$ cat src/rtl/mc_pkg.sv
package mc_pkg;

    typedef enum logic [1:0] {
        MODE_COMB  = 2'd0,
        MODE_LATCH = 2'd1,
        MODE_REG   = 2'd2
    } out_mode_e;

    typedef struct packed {
        out_mode_e mode;
        logic      t_type;
        logic      invert;
        logic      clk_sel;
        logic      buried;
        logic      in_latch;
    } mc_cfg_t;

    function automatic out_mode_e decode_mode(input logic [1:0] code);
        case (code)
            2'd0:    return MODE_COMB;
            2'd1:    return MODE_LATCH;
            default: return MODE_REG;
        endcase
    endfunction

    function automatic logic next_bit(input logic t_type, input logic q, input logic s);
        return t_type ? (q ^ s) : s;
    endfunction

endpackage

$ cat src/rtl/mc_store.sv
module mc_store
    import mc_pkg::*;
#(
    parameter int LANES = 4
) (
    input  logic             clk,
    input  logic             rst,
    input  logic             tick,
    input  logic             latch_en,
    input  out_mode_e        mode,
    input  logic             t_type,
    input  logic [LANES-1:0] sum,
    output logic [LANES-1:0] fb
);
    logic [LANES-1:0] ff_q;
    logic [LANES-1:0] hold_q;

    for (genvar i = 0; i < LANES; i++) begin : g_lane
        always_ff @(posedge clk) begin
            if (rst) begin
                ff_q[i]   <= 1'b0;
                hold_q[i] <= 1'b0;
            end else begin
                if (tick)
                    ff_q[i] <= next_bit(t_type, ff_q[i], sum[i]);
                if (latch_en)
                    hold_q[i] <= sum[i];
            end
        end

        always_comb begin
            case (mode)
                MODE_COMB:  fb[i] = sum[i];
                MODE_LATCH: fb[i] = latch_en ? sum[i] : hold_q[i];
                default:    fb[i] = ff_q[i];
            endcase
        end
    end
endmodule

$ cat src/rtl/mc_incap.sv
module mc_incap #(
    parameter int LANES = 4
) (
    input  logic             clk,
    input  logic             rst,
    input  logic             tick,
    input  logic             latch_en,
    input  logic             as_latch,
    input  logic [LANES-1:0] pin,
    output logic [LANES-1:0] cap
);
    logic [LANES-1:0] cap_q;
    logic             load;

    assign load = as_latch ? latch_en : tick;

    always_ff @(posedge clk) begin
        if (rst)
            cap_q <= '0;
        else if (load)
            cap_q <= pin;
    end

    assign cap = (as_latch && latch_en) ? pin : cap_q;
endmodule

$ cat src/rtl/mc_outpath.sv
module mc_outpath #(
    parameter int LANES = 4
) (
    input  logic [LANES-1:0] fb,
    input  logic             invert,
    input  logic             buried,
    output logic [LANES-1:0] pin_val,
    output logic             oe
);
    assign pin_val = fb ^ {LANES{invert}};
    assign oe      = ~buried;
endmodule

$ cat src/rtl/mc_macrocell.sv
module mc_macrocell
    import mc_pkg::*;
#(
    parameter int LANES     = 4,
    parameter bit HAS_INCAP = 1'b1
) (
    input  logic             clk,
    input  logic             rst,
    input  logic             tick_a,
    input  logic             tick_b,
    input  logic             latch_en,
    input  logic [LANES-1:0] sum_in,
    input  logic [LANES-1:0] pin_in,
    input  logic [1:0]       cfg_mode,
    input  logic             cfg_t_type,
    input  logic             cfg_invert,
    input  logic             cfg_clk_sel,
    input  logic             cfg_buried,
    input  logic             cfg_in_latch,
    output logic [LANES-1:0] pin_out,
    output logic             pin_oe,
    output logic [LANES-1:0] fb_out,
    output logic [LANES-1:0] in_fb
);
    mc_cfg_t cfg;
    logic    sel_tick;

    assign cfg.mode     = decode_mode(cfg_mode);
    assign cfg.t_type   = cfg_t_type;
    assign cfg.invert   = cfg_invert;
    assign cfg.clk_sel  = cfg_clk_sel;
    assign cfg.buried   = cfg_buried;
    assign cfg.in_latch = cfg_in_latch;

    assign sel_tick = cfg.clk_sel ? tick_b : tick_a;

    mc_store #(.LANES(LANES)) store_i (
        .clk      (clk),
        .rst      (rst),
        .tick     (sel_tick),
        .latch_en (latch_en),
        .mode     (cfg.mode),
        .t_type   (cfg.t_type),
        .sum      (sum_in),
        .fb       (fb_out)
    );

    mc_outpath #(.LANES(LANES)) out_i (
        .fb      (fb_out),
        .invert  (cfg.invert),
        .buried  (cfg.buried),
        .pin_val (pin_out),
        .oe      (pin_oe)
    );

    if (HAS_INCAP) begin : g_incap
        mc_incap #(.LANES(LANES)) incap_i (
            .clk      (clk),
            .rst      (rst),
            .tick     (sel_tick),
            .latch_en (latch_en),
            .as_latch (cfg.in_latch),
            .pin      (pin_in),
            .cap      (in_fb)
        );
    end else begin : g_direct
        assign in_fb = pin_in;
    end
endmodule

$ cat config.mk
export PLATFORM = sky130hd
export DESIGN_NAME = mc_macrocell
export DESIGN_NICKNAME = d
export VERILOG_FILES = /design/src/rtl/mc_pkg.sv /design/src/rtl/mc_store.sv /design/src/rtl/mc_incap.sv /design/src/rtl/mc_outpath.sv /design/src/rtl/mc_macrocell.sv
export SDC_FILE = /design/constraint.sdc
export NUM_CORES = 1
export LEC_CHECK = 0
export ABC_CLOCK_PERIOD_IN_PS = 2550
export BUFFER_PORTS_ARGS = -buffer_cell sky130_fd_sc_hd__buf_2
export CAP_MARGIN = 25
export CORE_MARGIN = 8
export CORE_UTILIZATION = 49
export CTS_CLUSTER_DIAMETER = 80
export DETAILED_ROUTE_END_ITERATION = 8
export GPL_ROUTABILITY_DRIVEN = 1
export PLACE_DENSITY = 0.93
export SYNTH_ARGS = -nofsm -noshare
export SYNTH_HDL_FRONTEND = slang
export SYNTH_SLANG_ARGS = --single-unit
$ cat constraint.sdc
create_clock -name clk -period 2.55 [get_ports clk]
set_input_delay 0.255 -clock clk [delete_from_list [all_inputs] [get_ports clk]]
set_output_delay 0.255 -clock clk [all_outputs]
set_load 0.005 [all_outputs]
# ---- Word-level counts from Yosys, hierarchy flattened
# Index checks and enable logic that the tools add are counted.
dict set report op_classes {
  n_eq_ne 2
  bitwise 6
  n_reduce_logical 3
  mux 16
}
# operator n
set ops {}
lappend ops {{two-way mux 1 bit} 10}
lappend ops {{one-hot mux 1 bit (2 select lines)} 4}
lappend ops {{equality test 2 x 1 -> 1 bit, second input constant} 2}
lappend ops {{zero test 2 bit} 2}
lappend ops {{two-way mux 4 bit} 1}
lappend ops {{one-hot mux 2 bit (2 select lines)} 1}
lappend ops {{bitwise XOR 1 bit} 4}
lappend ops {{bitwise XOR 4 bit} 1}
lappend ops {{logical AND 1 bit} 1}
lappend ops {{inverter 1 bit} 1}
dict set report word_totals {
  out_inout_bits 13
  regBits 12
  wordCells 36
  inputBits 20
}

# ---- Depth between registers and ports, before layout
# Gate-level depths: netlist (run 1).
dict set report depth {
  word_depth 5
  mapped_depth 4
  mapped_depth_nobuf 3
}

# ---- Cells and area by module
# A second synthesis (run 1) with hierarchy kept.
dict set report hier_totals {
  cells_unflattened 83
  hier_area_um2 730.7
}
# module seq_area_each_um2 instances area_each_um2 cells_each
set by_module_without_submodules {}
lappend by_module_without_submodules {mc_store 160.2 1 434.2 53}
lappend by_module_without_submodules {mc_incap 80.1 1 232.7 22}
lappend by_module_without_submodules {mc_outpath 0.0 1 38.8 5}
lappend by_module_without_submodules {mc_macrocell 0.0 1 25.0 3}

# ---- Least setup slack after synthesis (run 1)
# Ideal clock, no wire load.
dict set report synth_timing {
  path_type {input -> output}
  startpoint {input latch_en}
  endpoint {output pin_out[0]}
  arrival_time_ns 0.964
  stages 3
  required_ns 2.295
  path_slack_ns 1.331
  path_buffers 0
  cell_sequence {and2b_1 -> o311ai_2 -> xor2_1}
}
dict set report synth_via {
  elab_chain_cells 3
}
# element line_no
set synth_rtl {}
lappend synth_rtl {{start: declaration} mc_macrocell.sv:11} ;# input logic latch_en,
lappend synth_rtl {{two-way mux 1 bit} -}
lappend synth_rtl {{one-hot mux 1 bit (2 select lines)} mc_store.sv:32} ;# case (mode)
lappend synth_rtl {{via fb_out[0]} mc_macrocell.sv:22} ;# output logic [LANES-1:0] fb_out,
lappend synth_rtl {{bitwise XOR 4 bit} mc_outpath.sv:10} ;# assign pin_val = fb ^ {LANES{invert}};
lappend synth_rtl {{end: declaration} mc_macrocell.sv:20} ;# output logic [LANES-1:0] pin_out,
# The timed path passes the listed nets, and every way through them passes these cells.

# ---- Worst setup path after layout (run 1)
dict set report layout_timing {
  startpoint {input latch_en}
  endpoint {output pin_out[3]}
}
dict set report layout_via {
  elab_chain_cells 3
}
# element line_no
set layout_rtl {}
lappend layout_rtl {{two-way mux 1 bit} mc_store.sv:34} ;# MODE_LATCH: fb[i] = latch_en ? sum[i] : hold_q[i];
lappend layout_rtl {{one-hot mux 1 bit (2 select lines)} mc_store.sv:32}
lappend layout_rtl {{bitwise XOR 4 bit} mc_outpath.sv:10}
# No other way between the ends.

==> run_results.csv, run 1 <==
group,metric,value,unit
worst_setup_path,cpMostUsedCell,"buf_2",
placement,place_congestion,0.7939,
timing,hold_viol,0,
pwr,switchingPower,0.1333,mW
timing,fmax,609.4,MHz
timing,relSlewSlack,0.7383,
pwr,p_int,0.3505,mW
clocking,htreeDepth,1,
pwr,p_leak,0.4679,nW
clocking,post_cts_resized,0,
worst_setup_path,slowest_delay,0.33,ns
timing,setup_violations,0,
timing,finalCritPeriodShare,0.6435,
pwr,seqPwrFrac,0.434,
final_layout,fill_cells,127,
yosys,synth_cells,86,
worst_setup_path,crit_type,"input port to primary output",
pwr,p_clk_frac,0.309,
clocking,cts_tree,"built",
timing,drv_slew,0,
pwr,pwr-share-comb,0.256,
final_layout,fin_util,0.6529,
drt,wl_met2,981,um
worst_setup_path,cp-start-kind,"input port",
clocking,cts.reportedPaths.clkPinSlew,0.08,ns
global_routing,grt_pass1_wl,3443,um
worst_setup_path,crit_chain,"buf_2 > and2b_1 > o311ai_2 > xor2_1 > buf_2",
clocking,clkSinkCount,12,
final_layout,final_nets,139,
pwr,p_per_area,497.7,mW/mm^2
timing,skew,0,ns
yosys,ys_types,16,
drt,drt_iter0_drc,20,
drt,dr_wl_met3,176,um
timing,grt_setup_unrepaired,"no",
drt,dr.pass1.iters,4,
timing,tns,0,ns
pwr,switching_share,0.2756,
yosys,ys_warn_count,0,
worst_setup_path,end_kind,"primary output",
final_layout,syn2layout_area_growth,25.73,%
clocking,clockRootBuffer,"clkbuf_4",
worst_setup_path,path_delay_family,"buffers and inverters",
floorplanning,dieWidth,55.73,um
yosys,synth_nets,106,
drt,via_count,738,
final_layout,layout-drive-gt1-share,0.3898,
yosys,ys_seq_area_frac,0.3107,
worst_setup_path,crit_buf_inv,2,
clocking,cts_buffers,3,
drt,wl_per_cell,15.01,um
global_routing,overflow,0,
timing,setup_ws,0.9090,ns
drt,routed_via_density,5.507,
floorplanning,core-area,0.001489,sq mm
drt,dr.max_layer_used,"met4",
yosys,ys_ff_latch,12,
worst_setup_path,crit_slowest_cell,"o311ai_2",
global_routing,antenna_found_initial,0,
clocking,hold_buffers,0,
clocking,insertion_delay,0.27,ns
floorplanning,start_util,0.5193,
floorplanning,ios,33,
worst_setup_path,critPathMaxFanout,11,
drt,totalWireLength,2012,um
placement,port_buffers,32,
run,max_cap_viol_count,0,
clocking,cts_setup_buffers,0,
final_layout,fin_area,972.2,sq um
drt,post-route-drc-count,0,
global_routing,grt.total_usage,0.1263,
floorplanning,die_h,55.73,um
outcome,status,"complete, no violations",
pwr,ir_drop,0.3329,mV
floorplanning,fp.dieArea,0.003105,sq mm
placement,place_ws,0.9041,ns
placement,dp_hpwl,1578,um
worst_setup_path,critical_path_required,2.30,ns
placement,placed_area,935.9,sq um
yosys,syn_avg_cell_area,8.991,sq um
drt,met1_length,829,um
timing,min_period,1.641,ns
timing,worst_slew_pin_slew,0.3816,ns
worst_setup_path,arrival,1.39,ns
floorplanning,std_cell_rows,14,
worst_hold_path,hp-class,"input port to flip-flop",
global_routing,first_global_vias,744,
final_layout,n_antenna_cell,0,
drt,antenna_left,0,
global_routing,grt_max_degree,17,
yosys,synth_area,773.2,sq um
clocking,clk_path_buf_depth,2,
yosys,netlist_top_cells_area,"dfxtp_1 31%, mux2i_1 12%, o311ai_2 8.4%, nand2b_1 6.5%, nand2_1 6.3%",
yosys,synth_area_leader_cell,"dfxtp_1",
yosys,synth_top_area_share,0.3107,
metal layers:
metal  vias to the layer above  track usage
li1                        370            -
met1                       330       0.1406
met2                        36       0.2179
met3                         2      0.03425
met4                         0      0.05282
met5                         -            0
worst reg2reg max path, cell delays in order (launching register included):
cell and delay (ns):
dfxtp_1 0.38, nand2_1 0.08, nand3_1 0.09, a31oi_1 0.09
cells by family after synthesis:
family / count (synthesis) / share of synthesized area
flip-flops: 12 / 0.3107
AND/OR/NAND/NOR: 38 / 0.2670
multiplexers: 15 / 0.2136
AO/OA/AOI/OAI: 8 / 0.1165
XOR/XNOR: 4 / 0.04530
buffers and inverters: 9 / 0.04693
Yosys cell counts (all sizes together):
master   number
nand2        13
xor2          4
nor2          4
and2b         1
clkbuf        2
mux2          6
nand4bb       4
nand2b        8
mux2i         9
nand3         8
a31oi         4
o311ai        4
buf           2
dfxtp        12
inv           5
stage by stage:
step	total power [mW]	cells	hold slack (ns)
after floorplan	0.2856	86	0.4022
after CTS	0.4906	134	0.2508
after global placement	0.3320	130	0.4560
after global routing	0.5147	134	0.2666
after detailed placement	0.3381	130	0.4645
final	0.4838	134	0.2551
cell type report:
type	count	area, sq um	share of cell area
Inverter	5	18.77	0.01931
Multi-Input combinational cell	65	496.7	0.5109
Sequential cell	12	240.2	0.2471
Tap cell	16	20.02	0.02059
Timing Repair Buffer	32	160.2	0.1647
Clock buffer	4	36.28	0.03732
power groups by stage:
stage / registers [mW] / logic [mW] / clock network (mW)
after global placement: 0.213 / 0.119 / 0
final: 0.210 / 0.124 / 0.150
after global routing: 0.212 / 0.136 / 0.167
after floorplan: 0.212 / 0.0738 / 0
after detailed placement: 0.214 / 0.124 / 0
after CTS: 0.210 / 0.125 / 0.156
worst paths after layout:
path	from	endpoint	slack (ns)	depth (start not counted)
worst max-delay path	latch_en	pin_out[3]	0.91	5
worst max register to register	store_i.ff_q[3]	store_i.ff_q[3]	1.81	3
worst min-delay path	pin_in[2]	g_incap.incap_i.cap_q[2]	0.26	3
worst min register to register	g_incap.incap_i.cap_q[2]	g_incap.incap_i.cap_q[2]	0.48	2
state kept, by name, summed over array words and instances, names as in the netlist:
register / flops
store_i.ff_q: 4
g_incap.incap_i.cap_q: 4
store_i.hold_q: 4
cells in the final DEF (no fill, tap or decap):
cell type  instances
nand2b_1           8
clkbuf_8           1
clkbuf_4           3
nand2_1           13
nand4bb_1          4
mux2_2             4
a31oi_1            4
nor2_1             4
o311ai_2           4
xor2_1             4
mux2_4             2
inv_1              5
dfxtp_1           12
mux2i_1            9
nand3_1            8
buf_2             32
and2b_1            1
No activity file was read; power rests on OpenSTA's default activity.
==> run 2, diff against run 1 <==
--- a/config.mk
+++ b/config.mk
@@ -5,15 +5,15 @@
 export SDC_FILE = /design/constraint.sdc
 export NUM_CORES = 1
 export LEC_CHECK = 0
-export ABC_CLOCK_PERIOD_IN_PS = 2550
+export ABC_CLOCK_PERIOD_IN_PS = 1300
 export BUFFER_PORTS_ARGS = -buffer_cell sky130_fd_sc_hd__buf_2
 export CAP_MARGIN = 25
 export CORE_MARGIN = 8
-export CORE_UTILIZATION = 49
+export CORE_UTILIZATION = 41
 export CTS_CLUSTER_DIAMETER = 80
 export DETAILED_ROUTE_END_ITERATION = 8
 export GPL_ROUTABILITY_DRIVEN = 1
-export PLACE_DENSITY = 0.93
+export PLACE_DENSITY = 0.84
 export SYNTH_ARGS = -nofsm -noshare
 export SYNTH_HDL_FRONTEND = slang
 export SYNTH_SLANG_ARGS = --single-unit
==> constraint.sdc (replaced) <==
create_clock -name clk -period 1.3 [get_ports clk]
set_input_delay 0.13 -clock clk [delete_from_list [all_inputs] [get_ports clk]]
set_output_delay 0.13 -clock clk [all_outputs]
set_load 0.005 [all_outputs]
==> run 2 against run 1 <==
Against the previous run:
- flip-flop and latch count unchanged
- die area increased by 14%
- non-clock buffer count increased by 2
- core utilization decreased by 7.6 points
- critical endpoint unchanged
- largest cell class unchanged
- highest routed layer unchanged
==> run_results.csv, run 2 (synthesized netlist as in run 1, its figures left out) <==
group,metric,value,unit
worst_setup_path,crit_buf_inv,1,
clocking,htreeDepth,1,
pwr,power,0.9579,mW
floorplanning,start_util,0.4430,
pwr,p_leak,0.4812,nW
timing,relSlewSlack,0.7782,
timing,drv_slew,0,
final_layout,top_regs,"g_incap.incap_i.cap_q: 4 flops, store_i.ff_q: 4 flops, store_i.hold_q: 4 flops",
worst_setup_path,crit_type,"flip-flop to primary output",
pwr,p_per_area,951.0,mW/mm^2
floorplanning,core-area,0.001745,sq mm
floorplanning,ios,33,
final_layout,final_common_cell,"buf_2",
final_layout,layout-drive-gt1-share,0.4583,
drt,routed_via_density,4.986,
worst_setup_path,end_kind,"primary output",
worst_hold_path,min-delay-start,"pin_in[1]",
worst_hold_path,whs_endpoint,"g_incap.incap_i.cap_q[1]",
timing,min_period,1.275,ns
worst_setup_path,ff2ff_path_depth,3,
timing,skew,0,ns
worst_setup_path,cp-start-kind,"flip-flop",
worst_setup_path,arrival,1.14,ns
pwr,pwr-share-comb,0.256,
placement,place_congestion,0.7576,
clocking,clkSinkCount,12,
pwr,seqPwrFrac,0.434,
drt,antenna_left,0,
global_routing,grt.total_usage,0.1079,
clocking,hold_buffers,0,
placement,place_ws,0.04531,ns
timing,finalCritPeriodShare,0.9807,
global_routing,use_met1,0.1306,
pwr,ir_drop,0.4785,mV
placement,port_buffers,32,
worst_setup_path,critPathMaxFanout,2,
worst_setup_path,crit_slowest_cell,"dfxtp_2",
worst_hold_path,hp-class,"input port to flip-flop",
worst_hold_path,min_path_cells,3,
global_routing,busiest_layer,"met2",
global_routing,first_global_vias,662,
clocking,insertion_delay,0.27,ns
drt,post-route-drc-count,0,
timing,worst_slew_pin_slew,0.3234,ns
drt,wl_per_cell,13.63,um
clocking,cts_buffers,3,
worst_setup_path,r2r_start,"store_i.ff_q[3]",
placement,dp_hpwl,1650,um
worst_setup_path,critical_path_required,1.17,ns
floorplanning,std_cell_rows,15,
drt,dr.pass1.iters,4,
clocking,cts_tree,"built",
worst_setup_path,r2r_setup_slack,0.58,ns
global_routing,grt_max_degree,17,
final_layout,syn2layout_area_growth,30.26,%
floorplanning,fp.dieArea,0.003531,sq mm
pwr,p_int,0.6946,mW
run,max_cap_viol_count,0,
timing,setup_violations,0,
drt,drt_iter0_drc,17,
global_routing,antenna_found_initial,0,
drt,via_count,723,
final_layout,final_nets,141,
pwr,switching_share,0.2748,
clocking,clockRootBuffer,"clkbuf_4",
timing,grt_setup_unrepaired,"yes",
floorplanning,dieWidth,59.43,um
timing,setup_ws,0.02509,ns
clocking,clk_path_buf_depth,2,
drt,totalWireLength,1976,um
floorplanning,die_h,59.43,um
global_routing,grt_pass1_wl,2987,um
worst_setup_path,slowest_delay,0.32,ns
worst_setup_path,crit_chain,"nand4bb_1 > o311ai_2 > xor2_1 > buf_2",
global_routing,overflow,0,
timing,whs,0.1306,ns
final_layout,n_antenna_cell,0,
final_layout,fin_util,0.5771,
clocking,cts.reportedPaths.clkPinSlew,0.08,ns
timing,hold_viol,0,
global_routing,met2_usage,0.1649,
worst_setup_path,path_delay_family,"flip-flops",
timing,fmax,784.4,MHz
worst_setup_path,rr_endpoint,"store_i.ff_q[3]",
pwr,switchingPower,0.2633,mW
pwr,p_clk_frac,0.309,
final_layout,layout_common_cells,"32 x buf_2, 13 x nand2_1, 9 x mux2i_1",
timing,tns,0,ns
outcome,status,"complete, no violations",
global_routing,grt_util_met3,0.02386,
run 2: what timing repair did:
action,4_1_cts,5_1_grt
gates resized for setup,0,7
endpoints found under the setup margin,0,4
buffers inserted,0,0
run 2: tightest hold or removal path, delay by kind of cell:
kind | cells | cell delay (ns)
buffers and inverters | 1 | 0.11
muxes | 1 | 0.06
and+or+nand+nor | 1 | 0.06
run 2: final cells by class:
class / instances / area [sq um]
Fill cell: 165 / 738.2
Multi-Input combinational cell: 65 / 496.7
Sequential cell: 12 / 249.0
Timing Repair Buffer: 34 / 175.2
Clock buffer: 4 / 36.28
Tap cell: 25 / 31.28
Inverter: 5 / 18.77
run 2: per-layer routing:
layer	vias up	wire length (um)
li1	367	-
met1	335	839
met2	19	969
met3	2	139
met4	0	27
met5	-	0
run 2: worst max-delay path by stage:
| stage | startpoint | endpoint | slack (ns) | cells past startpoint |
|---|---|---|---|---|
| finish | store_i.hold_q[3] | pin_out[3] | 0.03 | 4 |
| CTS | store_i.hold_q[3] | pin_out[3] | 0.0006 | 4 |
| global placement | latch_en | pin_out[0] | 0.11 | 5 |
| floorplan | cfg_clk_sel | g_incap.incap_i.cap_q[0] | 0.33 | 3 |
| detailed placement | latch_en | pin_out[1] | 0.05 | 5 |
| global route | store_i.hold_q[3] | pin_out[3] | -0.07 | 4 |
run 2: power groups by stage:
| stage | registers (mW) | logic, mW | clock network [mW] |
|---|---|---|---|
| 3_5_place_dp | 0.421 | 0.247 | 0 |
| 6_report | 0.416 | 0.245 | 0.296 |
| 4_1_cts | 0.412 | 0.247 | 0.303 |
| 2_1_floorplan | 0.416 | 0.145 | 0 |
| 5_1_grt | 0.419 | 0.271 | 0.318 |
| 3_3_place_gp | 0.419 | 0.239 | 0 |
run 2: metrics by stage:
stage | area (sq um) | cells
finish | 1007 | 145
global route | 1007 | 145
CTS | 998.5 | 145
detailed placement | 962.2 | 141
global placement | 962.2 | 141
floorplan | 773.2 | 86
